--- config.mk ---
export PLATFORM = sky130hd
export DESIGN_NAME = shrot_unit
export DESIGN_NICKNAME = d
export VERILOG_FILES = /design/src/rtl/shrot_pkg.sv /design/src/rtl/shrot_count_decode.sv /design/src/rtl/shrot_shift.sv /design/src/rtl/shrot_rotate.sv /design/src/rtl/shrot_unit.sv
export SDC_FILE = /design/constraint.sdc
export NUM_CORES = 1
export LEC_CHECK = 0
export BUFFER_PORTS_ARGS = -buffer_cell sky130_fd_sc_hd__buf_2
export CORE_ASPECT_RATIO = 0.75
export CORE_UTILIZATION = 55
export DETAILED_ROUTE_END_ITERATION = 8
export HOLD_SLACK_MARGIN = 0.05
export PLACE_DENSITY = 0.83
export SETUP_SLACK_MARGIN = 0.02
export SLEW_MARGIN = 5
export SYNTH_ARGS = -nofsm -noshare
export SYNTH_HDL_FRONTEND = slang
export SYNTH_SLANG_ARGS = --single-unit
--- constraint.sdc ---
create_clock -name clk -period 0.9 [get_ports clk]
set_input_delay 0.18 -clock clk [delete_from_list [all_inputs] [get_ports clk]]
set_output_delay 0.18 -clock clk [all_outputs]
set_load 0.02 [all_outputs]
--- src/rtl/shrot_pkg.sv ---
package shrot_pkg;
  typedef enum logic {
    UNIT_SHIFT  = 1'b0,
    UNIT_ROTATE = 1'b1
  } unit_sel_e;
endpackage

--- src/rtl/shrot_count_decode.sv ---
module shrot_count_decode #(
  parameter int CNT_W = 4
) (
  input  logic             from_reg,
  input  logic [CNT_W-1:0] imm_cnt,
  input  logic [CNT_W-1:0] reg_cnt,
  output logic             neg,
  output logic             zero,
  output logic [CNT_W-1:0] mag
);
  logic [CNT_W-1:0] raw;

  always_comb begin
    raw  = from_reg ? reg_cnt : imm_cnt;
    neg  = raw[CNT_W-1];
    zero = (raw == '0);
    // the most negative code maps to 2^(CNT_W-1), which still fits unsigned
    mag  = neg ? (~raw + 1'b1) : raw;
  end
endmodule

--- src/rtl/shrot_shift.sv ---
module shrot_shift #(
  parameter int WIDTH = 8,
  parameter int MAG_W = 4
) (
  input  logic [WIDTH-1:0] operand,
  input  logic             neg,
  input  logic [MAG_W-1:0] mag,
  input  logic             arith,
  output logic [WIDTH-1:0] result,
  output logic             carry_out
);
  logic             fill;
  logic [2*WIDTH-1:0] lft;
  logic [3*WIDTH-1:0] rgt;

  always_comb begin
    fill = arith & operand[WIDTH-1];
    lft  = {{WIDTH{1'b0}}, operand} << mag;
    rgt  = {{WIDTH{fill}}, operand, {WIDTH{1'b0}}} >> mag;
    if (neg) begin
      result    = rgt[2*WIDTH-1:WIDTH];
      carry_out = rgt[WIDTH-1];
    end else begin
      result    = lft[WIDTH-1:0];
      carry_out = lft[WIDTH];
    end
  end
endmodule

--- src/rtl/shrot_rotate.sv ---
module shrot_rotate #(
  parameter int WIDTH = 8,
  parameter int MAG_W = 4
) (
  input  logic [WIDTH-1:0] operand,
  input  logic             neg,
  input  logic [MAG_W-1:0] mag,
  input  logic             thru,
  input  logic             carry_in,
  output logic [WIDTH-1:0] result,
  output logic             carry_out
);
  localparam int RING_W = WIDTH + 1;

  logic [31:0]         mag32;
  logic [MAG_W-1:0]    amt8;
  logic [MAG_W-1:0]    amt9;
  logic [2*WIDTH-1:0]  dbl8;
  logic [2*WIDTH-1:0]  sh8;
  logic [2*RING_W-1:0] dbl9;
  logic [2*RING_W-1:0] sh9;
  logic [WIDTH-1:0]    res8;
  logic [RING_W-1:0]   res9;

  always_comb begin
    mag32 = {{(32-MAG_W){1'b0}}, mag};
    amt8  = MAG_W'(mag32 % WIDTH);
    amt9  = MAG_W'(mag32 % RING_W);
    dbl8  = {operand, operand};
    dbl9  = {carry_in, operand, carry_in, operand};
    if (neg) begin
      sh8  = dbl8 >> amt8;
      res8 = sh8[WIDTH-1:0];
      sh9  = dbl9 >> amt9;
      res9 = sh9[RING_W-1:0];
    end else begin
      sh8  = dbl8 << amt8;
      res8 = sh8[2*WIDTH-1:WIDTH];
      sh9  = dbl9 << amt9;
      res9 = sh9[2*RING_W-1:RING_W];
    end
    if (thru) begin
      result    = res9[WIDTH-1:0];
      carry_out = res9[WIDTH];
    end else begin
      result    = res8;
      carry_out = neg ? res8[WIDTH-1] : res8[0];
    end
  end
endmodule

--- src/rtl/shrot_unit.sv ---
module shrot_unit
  import shrot_pkg::*;
#(
  parameter int WIDTH = 8,
  parameter int CNT_W = 4
) (
  input  logic             clk,
  input  logic             rst_n,
  input  logic             op_en,
  input  logic             op_rot,
  input  logic             mode_alt,
  input  logic             cnt_from_reg,
  input  logic [CNT_W-1:0] imm4,
  input  logic [CNT_W-1:0] cnt_reg,
  input  logic [WIDTH-1:0] operand,
  input  logic             carry_in,
  output logic [WIDTH-1:0] result,
  output logic             carry_out
);
  localparam int MAG_W = CNT_W;

  logic             cnt_neg;
  logic             cnt_zero;
  logic [MAG_W-1:0] cnt_mag;
  logic [WIDTH-1:0] sh_res;
  logic             sh_cy;
  logic [WIDTH-1:0] ro_res;
  logic             ro_cy;
  logic [WIDTH-1:0] nxt_result;
  logic             nxt_carry;
  unit_sel_e        unit_sel;

  shrot_count_decode #(.CNT_W(CNT_W)) u_dec (
    .from_reg (cnt_from_reg),
    .imm_cnt  (imm4),
    .reg_cnt  (cnt_reg),
    .neg      (cnt_neg),
    .zero     (cnt_zero),
    .mag      (cnt_mag)
  );

  shrot_shift #(.WIDTH(WIDTH), .MAG_W(MAG_W)) u_shift (
    .operand   (operand),
    .neg       (cnt_neg),
    .mag       (cnt_mag),
    .arith     (mode_alt),
    .result    (sh_res),
    .carry_out (sh_cy)
  );

  shrot_rotate #(.WIDTH(WIDTH), .MAG_W(MAG_W)) u_rot (
    .operand   (operand),
    .neg       (cnt_neg),
    .mag       (cnt_mag),
    .thru      (mode_alt),
    .carry_in  (carry_in),
    .result    (ro_res),
    .carry_out (ro_cy)
  );

  // next-state selection
  always_comb begin
    unit_sel = unit_sel_e'(op_rot);
    if (cnt_zero) begin
      nxt_result = operand;
      nxt_carry  = carry_in;
    end else if (unit_sel == UNIT_ROTATE) begin
      nxt_result = ro_res;
      nxt_carry  = ro_cy;
    end else begin
      nxt_result = sh_res;
      nxt_carry  = sh_cy;
    end
  end

  // output registers with explicit clock enable
  always_ff @(posedge clk or negedge rst_n) begin
    if (!rst_n) begin
      result    <= '0;
      carry_out <= 1'b0;
    end else if (op_en) begin
      result    <= nxt_result;
      carry_out <= nxt_carry;
    end
  end

  assert_hold_R8: assert property (@(posedge clk) disable iff (!rst_n)
    !op_en |=> ($stable(result) && $stable(carry_out)));

  assert_zero_pass_R2: assert property (@(posedge clk) disable iff (!rst_n)
    (op_en && cnt_zero) |=> (result == $past(operand) && carry_out == $past(carry_in)));

  assert_reg_zero_R1: assert property (@(posedge clk) disable iff (!rst_n)
    (op_en && cnt_from_reg && cnt_reg == '0) |=> (result == $past(operand)));

  assert_arith_sign_R5: assert property (@(posedge clk) disable iff (!rst_n)
    (op_en && !op_rot && mode_alt && cnt_neg) |=> (result[WIDTH-1] == $past(operand[WIDTH-1])));

  assert_rot_ones_R6: assert property (@(posedge clk) disable iff (!rst_n)
    (op_en && op_rot && !mode_alt) |=> ($countones(result) == $countones($past(operand))));

  assert_ring_ones_R7: assert property (@(posedge clk) disable iff (!rst_n)
    (op_en && op_rot && mode_alt) |=>
      ($countones({carry_out, result}) == $countones({$past(carry_in), $past(operand)})));
endmodule

==> metrics.csv, run 1 <==
metric;value;unit
syn_area_per_cell;6.78;sq um
synth.area.top_cells;sky130_fd_sc_hd__mux2i_1 12%, sky130_fd_sc_hd__nand2_1 8.3%, sky130_fd_sc_hd__dfrtp_1 7.5%;
stop_stage;global routing;
clkSinkCount;9;
async_reset_ff_share;100;%
start_util;59.0;%
row_count;22;
grt_use_total;80.3;%
dp_hpwl;12000;um
synthDistinctLibCells;66;
mappedNetlistArea;2990;sq um
portBuffers;31;
flow.first_error;[ERROR GRT-0232] Routing congestion too high. Check the congestion heatmap in the GUI.;
synth_most_common_cell;sky130_fd_sc_hd__nand2_1;
synthesis.nets;466;
yosys.area.top_type;sky130_fd_sc_hd__mux2i_1;
final_wtd_congestion;1.16;
netlist.area_leader.share;11.7;%
largest_net_degree_at_the_start_of_global_routing;45;
synth_seq_area_share;7.54;%
htreeDepth;1;
die_span_in_y;65.8;um
tritoncts.num_buffers;3;
ys_dominant_reg_cell;sky130_fd_sc_hd__dfrtp_1;
ys_top_cells_by_count;66 x sky130_fd_sc_hd__nand2_1, 43 x sky130_fd_sc_hd__a21oi_1, 35 x sky130_fd_sc_hd__mux2i_1, 33 x sky130_fd_sc_hd__nor2_1;
synthesis.instances;441;
yosys_warnings;0;
grt_overflow;2;
max-clock-path-buffers;2;
die_width;87.1;um
synth_edf_count;0;
ys_ff_latch;9;
io_pins;32;
cts-root-buf;sky130_fd_sc_hd__clkbuf_8;
status;stopped before the end;
[metal layers]
metal / GRT usage, % / overflow
met5: 49.5 / 0
met4: 72.1 / 2
met3: 70.5 / 0
met2: 91.6 / 0
met1: 82.9 / 0
[timing repair]
item,4_1_cts
hold endpoints to repair,9
resized for setup,39
buffers inserted,10
setup endpoints to repair,18
pin swaps,7
hold buffers,1
[cells by family after synthesis]
kind of cell	count (synthesis)	synth area share, %
AOI/OAI and AO/OA	173	40.6
and+or+nand+nor	156	23.6
buffers and inverters	50	7.20
muxes	48	19.3
DFF	9	7.54
xor gates and xnor gates	3	0.880
adders and majority gates	2	0.837
[stage by stage]
stage	area (sq um)	std cells	setup slack (ns)	TNS (ns)	utilization, %
3_5_place_dp	4280	648	-2.50	-21.65	84.5
4_1_cts	4560	662	-2.16	-19.27	90.1
2_1_floorplan	3130	441	-2.80	-24.30	-
3_3_place_gp	4280	648	-2.37	-20.27	84.5
==> inputs of run 2 (changes only) <==
- CORE_ASPECT_RATIO: 0.75 -> not set
- CORE_UTILIZATION: 55 -> 40
- HOLD_SLACK_MARGIN: 0.05 -> not set
- PLACE_DENSITY: 0.83 -> not set
- PLACE_DENSITY_LB_ADDON: not set -> 0.15
- SETUP_SLACK_MARGIN: 0.02 -> not set
- clock period: 0.9 -> 1.2 ns (I/O delays scaled with it)
==> run 2 against run 1 <==
The flow now finishes, with violations (setup timing). Synthesized area is the same. Synthesized cell count did not move.
==> metrics.csv, run 2 <==
metric;value;unit;change
die_width;88.4;um;+1.5%
grt_use_total;40.5;%;
antennaDiodeCount;0;;
timing.max_cap.violations;0;;
synthesis.nets;466;;unchanged
dr.first_iter.drc_count;548;;
async_reset_ff_share;100;%;unchanged
violated_checks;setup timing;;
layoutNonFillerInstCount;704;;
final_critical_path_setup_slack;-1.87;ns;
n_fill_cell;699;;
endpoint_kind;flip-flop;;
hp-class;in -> async;;
number_of_global_route_vias_before_repair;4276;;
portBuffers;31;;unchanged
syn_area_per_cell;6.78;sq um;unchanged
area_delta_synth_final;57.2;%;
floorplan.core_area;7250;sq um;
yosys_warnings;0;;unchanged
drive_above_1_share;42.5;%;
drt-vias-per-instance;6.38;;
reg2reg_depth;3;;
tritoncts.num_buffers;3;;unchanged
synthDistinctLibCells;66;;unchanged
detail_route.first_pass.iterations;7;;
synth_most_common_cell;sky130_fd_sc_hd__nand2_1;;
max_flop_register;result;;
drt-total-wl;15300;um;
worst_skew_pair.late_latency;0.24;ns;
slew_viol_final;0;;
ys_top_cells_by_count;66 x sky130_fd_sc_hd__nand2_1, 43 x sky130_fd_sc_hd__a21oi_1, 35 x sky130_fd_sc_hd__mux2i_1, 33 x sky130_fd_sc_hd__nor2_1;;
htreeDepth;1;;unchanged
power;3.99;mW;
cts_tree;built;;
worstPathMaxFanout;18;;
detailedPlace.worstSlack;-2.20;ns;+0.302 ns
ys_ff_latch;9;;unchanged
timing.final.hold_violations;0;;
cts-root-buf;sky130_fd_sc_hd__clkbuf_8;;
multi_input_gate_area_in_the_final_layout;2780;sq um;
ys_dominant_reg_cell;sky130_fd_sc_hd__dfrtp_1;;
final_nets;631;;
clkSinkCount;9;;unchanged
drc_errors;0;;
cp_data_arrival_time;3.24;ns;
worst_clock_skew;0;ns;
synth_edf_count;0;;unchanged
period_share;256;%;
hold_ws;0.387;ns;
worstSetupStartpointType;primary input;;
finalCriticalPeriod;3.07;ns;
largest_net_degree_at_the_start_of_global_routing;45;;
status;finished, violations left;;
most_common_library_cell_in_the_layout_ignoring_fill_and_taps;sky130_fd_sc_hd__buf_4;;
static_leakage_power;2.07;nW;
number_of_antenna_violations_at_the_first_check_in_global_routing;0;;
synthesis.instances;441;;unchanged
timing.max_slew.rel_slack;66.5;%;
grt_overflow;0;;
timing.critical_path.required;1.37;ns;
highest_count_cells_in_the_layout_ignoring_fill_and_taps;167 x sky130_fd_sc_hd__buf_4, 65 x sky130_fd_sc_hd__nand2_1, 40 x sky130_fd_sc_hd__a21oi_1, 32 x sky130_fd_sc_hd__nor2_1, 30 x sky130_fd_sc_hd__buf_2;;
yosys.area.top_type;sky130_fd_sc_hd__mux2i_1;;
routed.top_layer;met4;;
final_wtd_congestion;1.05;;-9.8%
timing.reg2reg.setup_slack;0.11;ns;
wl_per_cell;21.8;um;
max-clock-path-buffers;2;;unchanged
largest_registers;result x8, carry_out x1;;
synth_seq_area_share;7.54;%;unchanged
dp_hpwl;11900;um;-0.94%
grt_first_pass_wirelength;23600;um;
design.die.area;7820;sq um;
largest_register_ff_count;8;;
number_of_vias_in_the_routed_layout;4490;;
detailroute.wirelength.met2;6750;um;
grt_setup_unrepaired;yes;;
synth.area.top_cells;sky130_fd_sc_hd__mux2i_1 12%, sky130_fd_sc_hd__nand2_1 8.3%, sky130_fd_sc_hd__dfrtp_1 7.5%;;
wl_met3;1890;um;
maxClockFrequency;326;MHz;
io_pins;32;;unchanged
row_count;31;;+41%
drt-met1-wl;6240;um;
antenna_violating_nets_post_route;0;;
die_span_in_y;88.4;um;+34%
power_per_cell_area;850;nW/um^2;
netlist.area_leader.share;11.7;%;unchanged
dp.cells;694;;+7.1%
mappedNetlistArea;2990;sq um;unchanged
timing.final.setup_violations;9;;
setup.worst_path.class;in -> reg;;
register_area;225;sq um;
start_util;41.2;%;-18 points
peakVddDrop;0.382;mV;
clk_transition_reported_paths;0.05;ns;
worstMarginPinSlew;0.489;ns;
[run 2: cell counts after synthesis]
Identical to the previous run, type by type.
[run 2: layout make-up]
cell class                      instances  area share, %
Inverter                                7          0.613
Sequential cell                         9           4.79
Tap cell                               99           2.64
Multi-Input combinational cell        382           59.2
Clock buffer                            4          0.959
Timing Repair Buffer                  203           31.8
[run 2: logic make-up after synthesis]
family / Yosys count / synth area share (%)
mux: 48 / 19.3
fa+ha+maj: 2 / 0.837
flops: 9 / 7.54
xor+xnor: 3 / 0.880
simple gates: 156 / 23.6
buf+inv: 50 / 7.20
compound gates: 173 / 40.6
[run 2: repair_timing]
item | 4_1_cts | 5_1_grt
gates cloned | 0 | 0
gates resized for setup | 14 | 18
pin swaps | 8 | 9
setup endpoints to repair | 9 | 9
endpoints found under the hold margin | 9 | 0
hold buffers | 1 | 0
buffers inserted | 6 | 0
[run 2: through the flow]
step                      cell area [sq um]  setup TNS [ns]  util (%)
after floorplan                        3130          -22.14         -
after global placement                 4450          -18.70      61.4
after detailed placement               4450          -19.28      61.4
after CTS                              4610          -16.02      63.5
after global routing                   4700          -17.05      64.8
final                                  4700          -16.27      64.8
[run 2: worst max-delay path: stages]
cell and delay, ns:
sky130_fd_sc_hd__buf_8 0.11, sky130_fd_sc_hd__mux2i_4 0.19, sky130_fd_sc_hd__ha_4 0.30, sky130_fd_sc_hd__mux2i_4 0.08, sky130_fd_sc_hd__mux2i_4 0.20, sky130_fd_sc_hd__inv_4 0.05, sky130_fd_sc_hd__ha_4 0.15, sky130_fd_sc_hd__nand2b_4 0.14
sky130_fd_sc_hd__and3_4 0.16, sky130_fd_sc_hd__o32a_4 0.40, sky130_fd_sc_hd__buf_12 0.17, sky130_fd_sc_hd__mux2i_1 0.28, sky130_fd_sc_hd__a221oi_1 0.14, sky130_fd_sc_hd__or4_1 0.51, sky130_fd_sc_hd__nand3_1 0.11
[run 2: path summary, 6_finish.rpt]
check,to,from
setup / recovery,result[4],cnt_from_reg
hold / removal,result[3],rst_n
setup reg to reg,carry_out,carry_out
hold reg to reg,result[3],result[3]
max in group asynchronous,result[5],rst_n
min in group clk,result[3],result[3]
[run 2: power breakdown]
part	total [mW]	internal (mW)	switching (mW)	leakage, nW
Combinational	3.22	1.46	1.76	1.94
Sequential	0.404	0.366	0.0378	0.108
Clock	0.366	0.233	0.133	0.0228
Total	3.99	2.06	1.93	2.07
[run 2: routing by layer]
metal / GRT usage [%] / up-vias
met5: 0 / -
met4: 12.3 / 0
met3: 9.24 / 48
met2: 61.0 / 289
met1: 57.1 / 2111
li1: - / 2042
(Power assumes the default switching activity.)
==> inputs of run 3 (changes only) <==
- REMOVE_ABC_BUFFERS: not set -> 1
==> run 3 against run 2 <==
Sequential cell count unchanged. Cell count decreased by 0.71%. Critical path type unchanged. Total power increased by 3.1%. Core utilization increased by 1.2 points. Register-to-register slack improved by 0.04 ns. Non-clock buffer count decreased by 5. Clock skew unchanged. Largest power group unchanged. The run still ends with setup timing left. Worst setup slack got worse by 0.056 ns.
==> metrics.csv, run 3 (synthesis results as in run 2) <==
metric;value;unit;change
finalCriticalPeriod;3.13;ns;+0.0556 ns
grt_overflow;0;;unchanged
grt_first_pass_wirelength;24000;um;+1.4%
dr.first_iter.drc_count;586;;+6.9%
maxClockFrequency;320;MHz;-1.8%
die_span_in_y;88.4;um;unchanged
wl_per_cell;22.7;um;+4.2%
area_delta_synth_final;60.2;%;
multi_input_gate_area_in_the_final_layout;2850;sq um;+2.2%
power_per_cell_area;860;nW/um^2;+1.2%
worst_skew_pair.late_latency;0.23;ns;about the same
timing.max_cap.violations;0;;unchanged
drive_above_1_share;43.8;%;+1.4 points
drc_errors;0;;unchanged
power.share.sequential;9.8;%;-0.3 points
max-clock-path-buffers;2;;unchanged
design.die.area;7820;sq um;unchanged
number_of_global_route_vias_before_repair;4278;;+0.047%
most_common_library_cell_in_the_layout_ignoring_fill_and_taps;sky130_fd_sc_hd__buf_4;;
period_share;261;%;+4.6 points
worst_clock_skew;0;ns;unchanged
io_pins;32;;unchanged
portBuffers;31;;unchanged
dp.cells;688;;-0.86%
final_critical_path_setup_slack;-1.93;ns;-0.0556 ns
total_switching_power;1.99;mW;+3.0%
timing.max_slew.rel_slack;58.8;%;-7.7 points
die_width;88.4;um;unchanged
final_nets;626;;-0.79%
detailedPlace.worstSlack;-2.46;ns;-0.259 ns
timing.final.hold_violations;0;;unchanged
row_count;31;;unchanged
worstPathMaxFanout;6;;-12
htreeDepth;1;;unchanged
dp_hpwl;12300;um;+3.3%
violated_checks;setup timing;;
largest_register_ff_count;8;;unchanged
timing.critical_path.required;1.30;ns;-0.07 ns
hp-class;in -> async;;
worstMarginPinSlew;0.601;ns;+0.113 ns
antenna_violating_nets_post_route;0;;unchanged
highest_count_cells_in_the_layout_ignoring_fill_and_taps;156 x sky130_fd_sc_hd__buf_4, 64 x sky130_fd_sc_hd__nand2_1, 41 x sky130_fd_sc_hd__a21oi_1, 30 x sky130_fd_sc_hd__buf_2, 29 x sky130_fd_sc_hd__nor2_1;;
tritoncts.num_buffers;3;;unchanged
start_util;41.2;%;unchanged
number_of_vias_in_the_routed_layout;4642;;+3.4%
grt_setup_unrepaired;yes;;
cts_tree;built;;
cp_data_arrival_time;3.23;ns;about the same
power.share.clock;8.6;%;-0.6 points
setup.worst_path.class;in -> reg;;
largest_net_degree_at_the_start_of_global_routing;45;;unchanged
max_flop_register;result;;
n_fill_cell;660;;-5.6%
peakVddDrop;0.431;mV;+13%
largest_registers;result x8, carry_out x1;;
layoutNonFillerInstCount;699;;-0.71%
detail_route.first_pass.iterations;6;;-1
combPwrFrac;81.6;%;+0.9 points
floorplan.core_area;7250;sq um;unchanged
antennaDiodeCount;0;;unchanged
drt-total-wl;15900;um;+3.5%
slew_viol_final;0;;unchanged
cts-root-buf;sky130_fd_sc_hd__clkbuf_8;;
register_area;225;sq um;unchanged
sw_frac_of_total;48.4;%;about the same
timing.final.setup_violations;9;;unchanged
final_wtd_congestion;1.00;;-4.4%
clk_transition_reported_paths;0.05;ns;about the same
internal_power;2.12;mW;+3.1%
drt-vias-per-instance;6.64;;+4.1%
status;finished, violations left;;
grt_use_total;41.5;%;+1.1 points
clkSinkCount;9;;unchanged
number_of_antenna_violations_at_the_first_check_in_global_routing;0;;unchanged
power;4.12;mW;+3.1%
endpoint_kind;flip-flop;;
worstSetupStartpointType;primary input;;
static_leakage_power;2.08;nW;+0.34%
-- run 3: final cells by class --
type / instances / share of cell area (%)
Inverter: 7 / 0.601
Clock buffer: 4 / 0.941
Sequential cell: 9 / 4.70
Tap cell: 99 / 2.59
Multi-Input combinational cell: 382 / 59.4
Timing Repair Buffer: 198 / 31.7
-- run 3: routing by layer --
layer	track usage (%)	part of all wire, %
met5	0	0
met4	14.1	4.0
met3	7.18	12
met2	64.3	43
met1	58.1	41
-- run 3: repair_timing --
action                                  4_1_cts  5_1_grt
buffers inserted                              4        4
endpoints found under the setup margin        9        9
resized for setup                            37       27
pin swaps                                    19       17
cloned                                        1        0
hold buffers                                  1        0
hold endpoints to repair                      9        0
-- run 3: per-stage QoR --
| stage | hold slack, ns | util, % | area (sq um) | setup TNS [ns] |
|---|---|---|---|---|
| after floorplan | -0.0556 | - | 2800 | -33.73 |
| final | 0.411 | 66.0 | 4790 | -16.46 |
| after global placement | 0.108 | 60.1 | 4360 | -20.22 |
| after CTS | 0.403 | 64.1 | 4650 | -15.92 |
| after global routing | 0.438 | 66.0 | 4790 | -17.21 |
| after detailed placement | 0.111 | 60.1 | 4360 | -20.65 |
-- run 3: power groups by stage --
stage | sequential, mW | combinational [mW] | clock (mW)
global placement | 0.405 | 2.88 | 0
finish | 0.403 | 3.36 | 0.356
detailed placement | 0.407 | 2.88 | 0
global route | 0.407 | 3.54 | 0.379
CTS | 0.403 | 3.11 | 0.360
floorplan | 0.480 | 1.35 | 0
-- run 3: final timing paths --
| kind | slack (ns) | endpoint | start | cells past startpoint |
|---|---|---|---|---|
| min | 0.41 | result[1] | rst_n | 2 |
| min in group clk | 0.51 | result[4] | op_en | 4 |
| min reg2reg | 0.53 | result[3] | result[3] | 2 |
| max | -1.93 | result[2] | cnt_from_reg | 17 |
| max in group asynchronous | 0.59 | result[3] | rst_n | 2 |
| max reg2reg | 0.15 | result[1] | result[1] | 4 |
-- run 3: critical path, stage by stage --
cell                       delay, ns
sky130_fd_sc_hd__buf_8          0.11
sky130_fd_sc_hd__mux2i_4        0.19
sky130_fd_sc_hd__ha_4           0.30
sky130_fd_sc_hd__mux2i_4        0.08
sky130_fd_sc_hd__mux2i_4        0.20
sky130_fd_sc_hd__inv_4          0.06
sky130_fd_sc_hd__ha_4           0.16
sky130_fd_sc_hd__nand2b_4       0.15
sky130_fd_sc_hd__and3_4         0.18
sky130_fd_sc_hd__o32ai_4        0.33
sky130_fd_sc_hd__buf_12         0.18
sky130_fd_sc_hd__mux2i_4        0.28
sky130_fd_sc_hd__buf_6          0.13
sky130_fd_sc_hd__nand2_2        0.04
sky130_fd_sc_hd__a221o_1        0.37
sky130_fd_sc_hd__o211ai_1       0.12
sky130_fd_sc_hd__o41ai_2        0.11
==> inputs of run 4 (changes only) <==
- CORE_MARGIN: not set -> 5
- CTS_BUF_LIST: not set -> sky130_fd_sc_hd__clkbuf_8 sky130_fd_sc_hd__clkbuf_16
==> run 4 against run 3 <==
The run still ends with setup timing left. Sequential cell count did not move. Worst hold slack got worse by 0.024 ns. Fmax rose by 2.3%. Sequential share of layout area fell by 0.073 points. Critical path type unchanged. Largest cell class unchanged. Highest routed layer unchanged.
==> metrics.csv, run 4 (synthesis results as in run 2) <==
metric;value;unit;change
status;finished, violations left;;
violated_checks;setup timing;;
cts-root-buf;sky130_fd_sc_hd__clkbuf_8;;
critical-path-slowest-cell;sky130_fd_sc_hd__a221o_1;;
largest_net_degree_at_the_start_of_global_routing;45;;unchanged
max_flop_register;result;;
static_leakage_power;2.14;nW;+3.2%
io_pins;32;;unchanged
drive_above_1_share;45.6;%;+1.8 points
endpoint_kind;flip-flop;;
globalRouteMet2Util;54.1;%;-10 points
htreeDepth;1;;unchanged
die_span_in_y;96.4;um;+9.0%
cp_data_arrival_time;3.17;ns;-0.06 ns
multi_input_gate_area_in_the_final_layout;2860;sq um;+0.35%
grt_setup_unrepaired;yes;;
clkSinkCount;9;;unchanged
wl_per_cell;22.5;um;-0.90%
timing.max_cap.violations;0;;unchanged
maxClockFrequency;327;MHz;+2.3%
met1_usage;45.7;%;-12 points
drc_errors;0;;unchanged
detail_route.first_pass.iterations;5;;-1
slew_viol_final;0;;unchanged
max-clock-path-buffers;2;;unchanged
number_of_global_route_vias_before_repair;4415;;+3.2%
clk_transition_reported_paths;0.05;ns;about the same
power_per_cell_area;860;nW/um^2;about the same
register_area;225;sq um;unchanged
cpLargestDelayFamily;compound AO/OA/AOI/OAI gates;;
die_width;96.4;um;+9.0%
crit_path_frequent_cell;sky130_fd_sc_hd__mux2i_4;;
period_share;255;%;-5.9 points
final_critical_path_setup_slack;-1.86;ns;+0.0712 ns
dp_hpwl;12300;um;-0.16%
setup.worst_path.class;in -> reg;;
worstSetupStartpointType;primary input;;
cpPeakStageDelay;0.40;ns;+0.03 ns
grt_first_pass_wirelength;24200;um;+1.0%
worst_clock_skew;0;ns;unchanged
number_of_vias_in_the_routed_layout;4628;;-0.30%
worstMarginPinSlew;0.519;ns;-0.0826 ns
groute.layer.met3.usage;9.30;%;+2.1 points
portBuffers;31;;unchanged
worst_skew_pair.late_latency;0.23;ns;about the same
antennaDiodeCount;0;;unchanged
final_wtd_congestion;1.04;;+4.3%
timing.max_slew.rel_slack;65.4;%;+6.7 points
finish.instance_area;4860;sq um;+1.6%
path_buf_inv;4;;unchanged
largest_register_ff_count;8;;unchanged
fin_setup_tns;-16.21;ns;+0.250 ns
n_fill_cell;653;;-1.1%
cts_tree;built;;
postPlaceCellArea;4420;sq um;+1.5%
timing.final.setup_violations;9;;unchanged
final_nets;638;;+1.9%
area_delta_synth_final;62.7;%;
dr.first_iter.drc_count;596;;+1.7%
peakVddDrop;0.422;mV;-2.2%
largest_registers;result x8, carry_out x1;;
grt_overflow;0;;unchanged
cells_along_the_critical_path;buf_8 -> mux2i_4 -> ha_4 -> mux2i_4 -> mux2i_4 -> inv_4 -> ha_4 -> nand2b_4 -> and3_4 -> o32ai_4 -> buf_12 -> mux2i_4 -> buf_6 -> nand2_2 -> a221o_1 -> o211ai_1 -> o41ai_2;;
drt-vias-per-instance;6.51;;-2.0%
highest_count_cells_in_the_layout_ignoring_fill_and_taps;170 x sky130_fd_sc_hd__buf_4, 65 x sky130_fd_sc_hd__nand2_1, 38 x sky130_fd_sc_hd__a21oi_1, 30 x sky130_fd_sc_hd__nor2_1, 30 x sky130_fd_sc_hd__buf_2;;
globalRoute.busiestLayer;met2;;
timing.critical_path.required;1.31;ns;about the same
most_common_library_cell_in_the_layout_ignoring_fill_and_taps;sky130_fd_sc_hd__buf_4;;
grt_use_total;34.7;%;-6.9 points
floorplan.core_area;7250;sq um;unchanged
number_of_antenna_violations_at_the_first_check_in_global_routing;0;;unchanged
final_core_util;67.0;%;+1.0 points
power;4.18;mW;+1.6%
tritoncts.num_buffers;3;;unchanged
timing.final.hold_violations;0;;unchanged
hp-class;in -> async;;
design.die.area;9300;sq um;+19%
finalCriticalPeriod;3.06;ns;-0.0711 ns
antenna_violating_nets_post_route;0;;unchanged
drt-total-wl;16000;um;+0.81%
row_count;31;;unchanged
worstPathMaxFanout;5;;-1
start_util;41.2;%;unchanged
-- run 4: cell types whose count changed in the layout (fill, tap and decap cells not counted), moves of 2 or more --
cell / change
sky130_fd_sc_hd__nor3_2: -2
sky130_fd_sc_hd__buf_4: +14
sky130_fd_sc_hd__mux2_4: +2
sky130_fd_sc_hd__o22ai_4: -2
sky130_fd_sc_hd__mux2_2: -2
sky130_fd_sc_hd__a21oi_2: +2
sky130_fd_sc_hd__buf_12: -2
sky130_fd_sc_hd__nor3_1: +2
sky130_fd_sc_hd__o22ai_2: +2
sky130_fd_sc_hd__a21oi_1: -3
-- run 4: what timing repair did --
action	CTS	global route
setup endpoints to repair	9	9
pin swaps	33	11
endpoints found under the hold margin	9	0
cloned	1	0
buffers inserted	7	1
hold buffers	1	0
gates resized for setup	58	13
-- run 4: final cells by class --
class,instances,area share [%]
Clock inverter,1,0.0772
Sequential cell,9,4.63
Timing Repair Buffer,210,32.6
Tap cell,99,2.55
Inverter,7,0.592
Multi-Input combinational cell,382,58.7
Clock buffer,3,0.849
-- run 4: path summary, 6_finish.rpt --
path	startpoint	endpoint	depth (start not counted)	slack, ns
worst max-delay path	cnt_from_reg	result[2]	17	-1.86
worst min-delay path	rst_n	result[6]	2	0.39
worst max register to register	result[4]	result[4]	3	0.11
worst min register to register	result[3]	result[3]	2	0.50
max in group asynchronous	rst_n	result[7]	2	0.62
min in group clk	op_en	result[4]	3	0.47
-- run 4: power by group --
group	switching, mW	leakage [nW]	internal, mW
logic	1.85	2.01	1.57
registers	0.0407	0.108	0.366
clock network	0.127	0.0269	0.223
-- run 4: layer usage --
metal  vias up  wire length (um)
met3        67              1870
met4         0               750
met2       333              6940
met1      2161              6450
met5         -                 0
li1       2067                 -
-- run 4: metrics by stage --
step                      setup WS (ns)  hold WS, ns  std cells
final                             -1.86        0.387        711
after global routing              -1.94        0.426        711
after CTS                         -1.81        0.394        711
after detailed placement          -2.42        0.108        700
after global placement            -2.29        0.108        700
after floorplan                   -3.87      -0.0556        398
-- run 4: worst register-to-register path, delay by kind of cell (launching register included) --
kind               cells  cell delay (ns)
AOI/OAI and AO/OA      1             0.29
DFF                    1             0.41
and+or+nand+nor        2             0.26
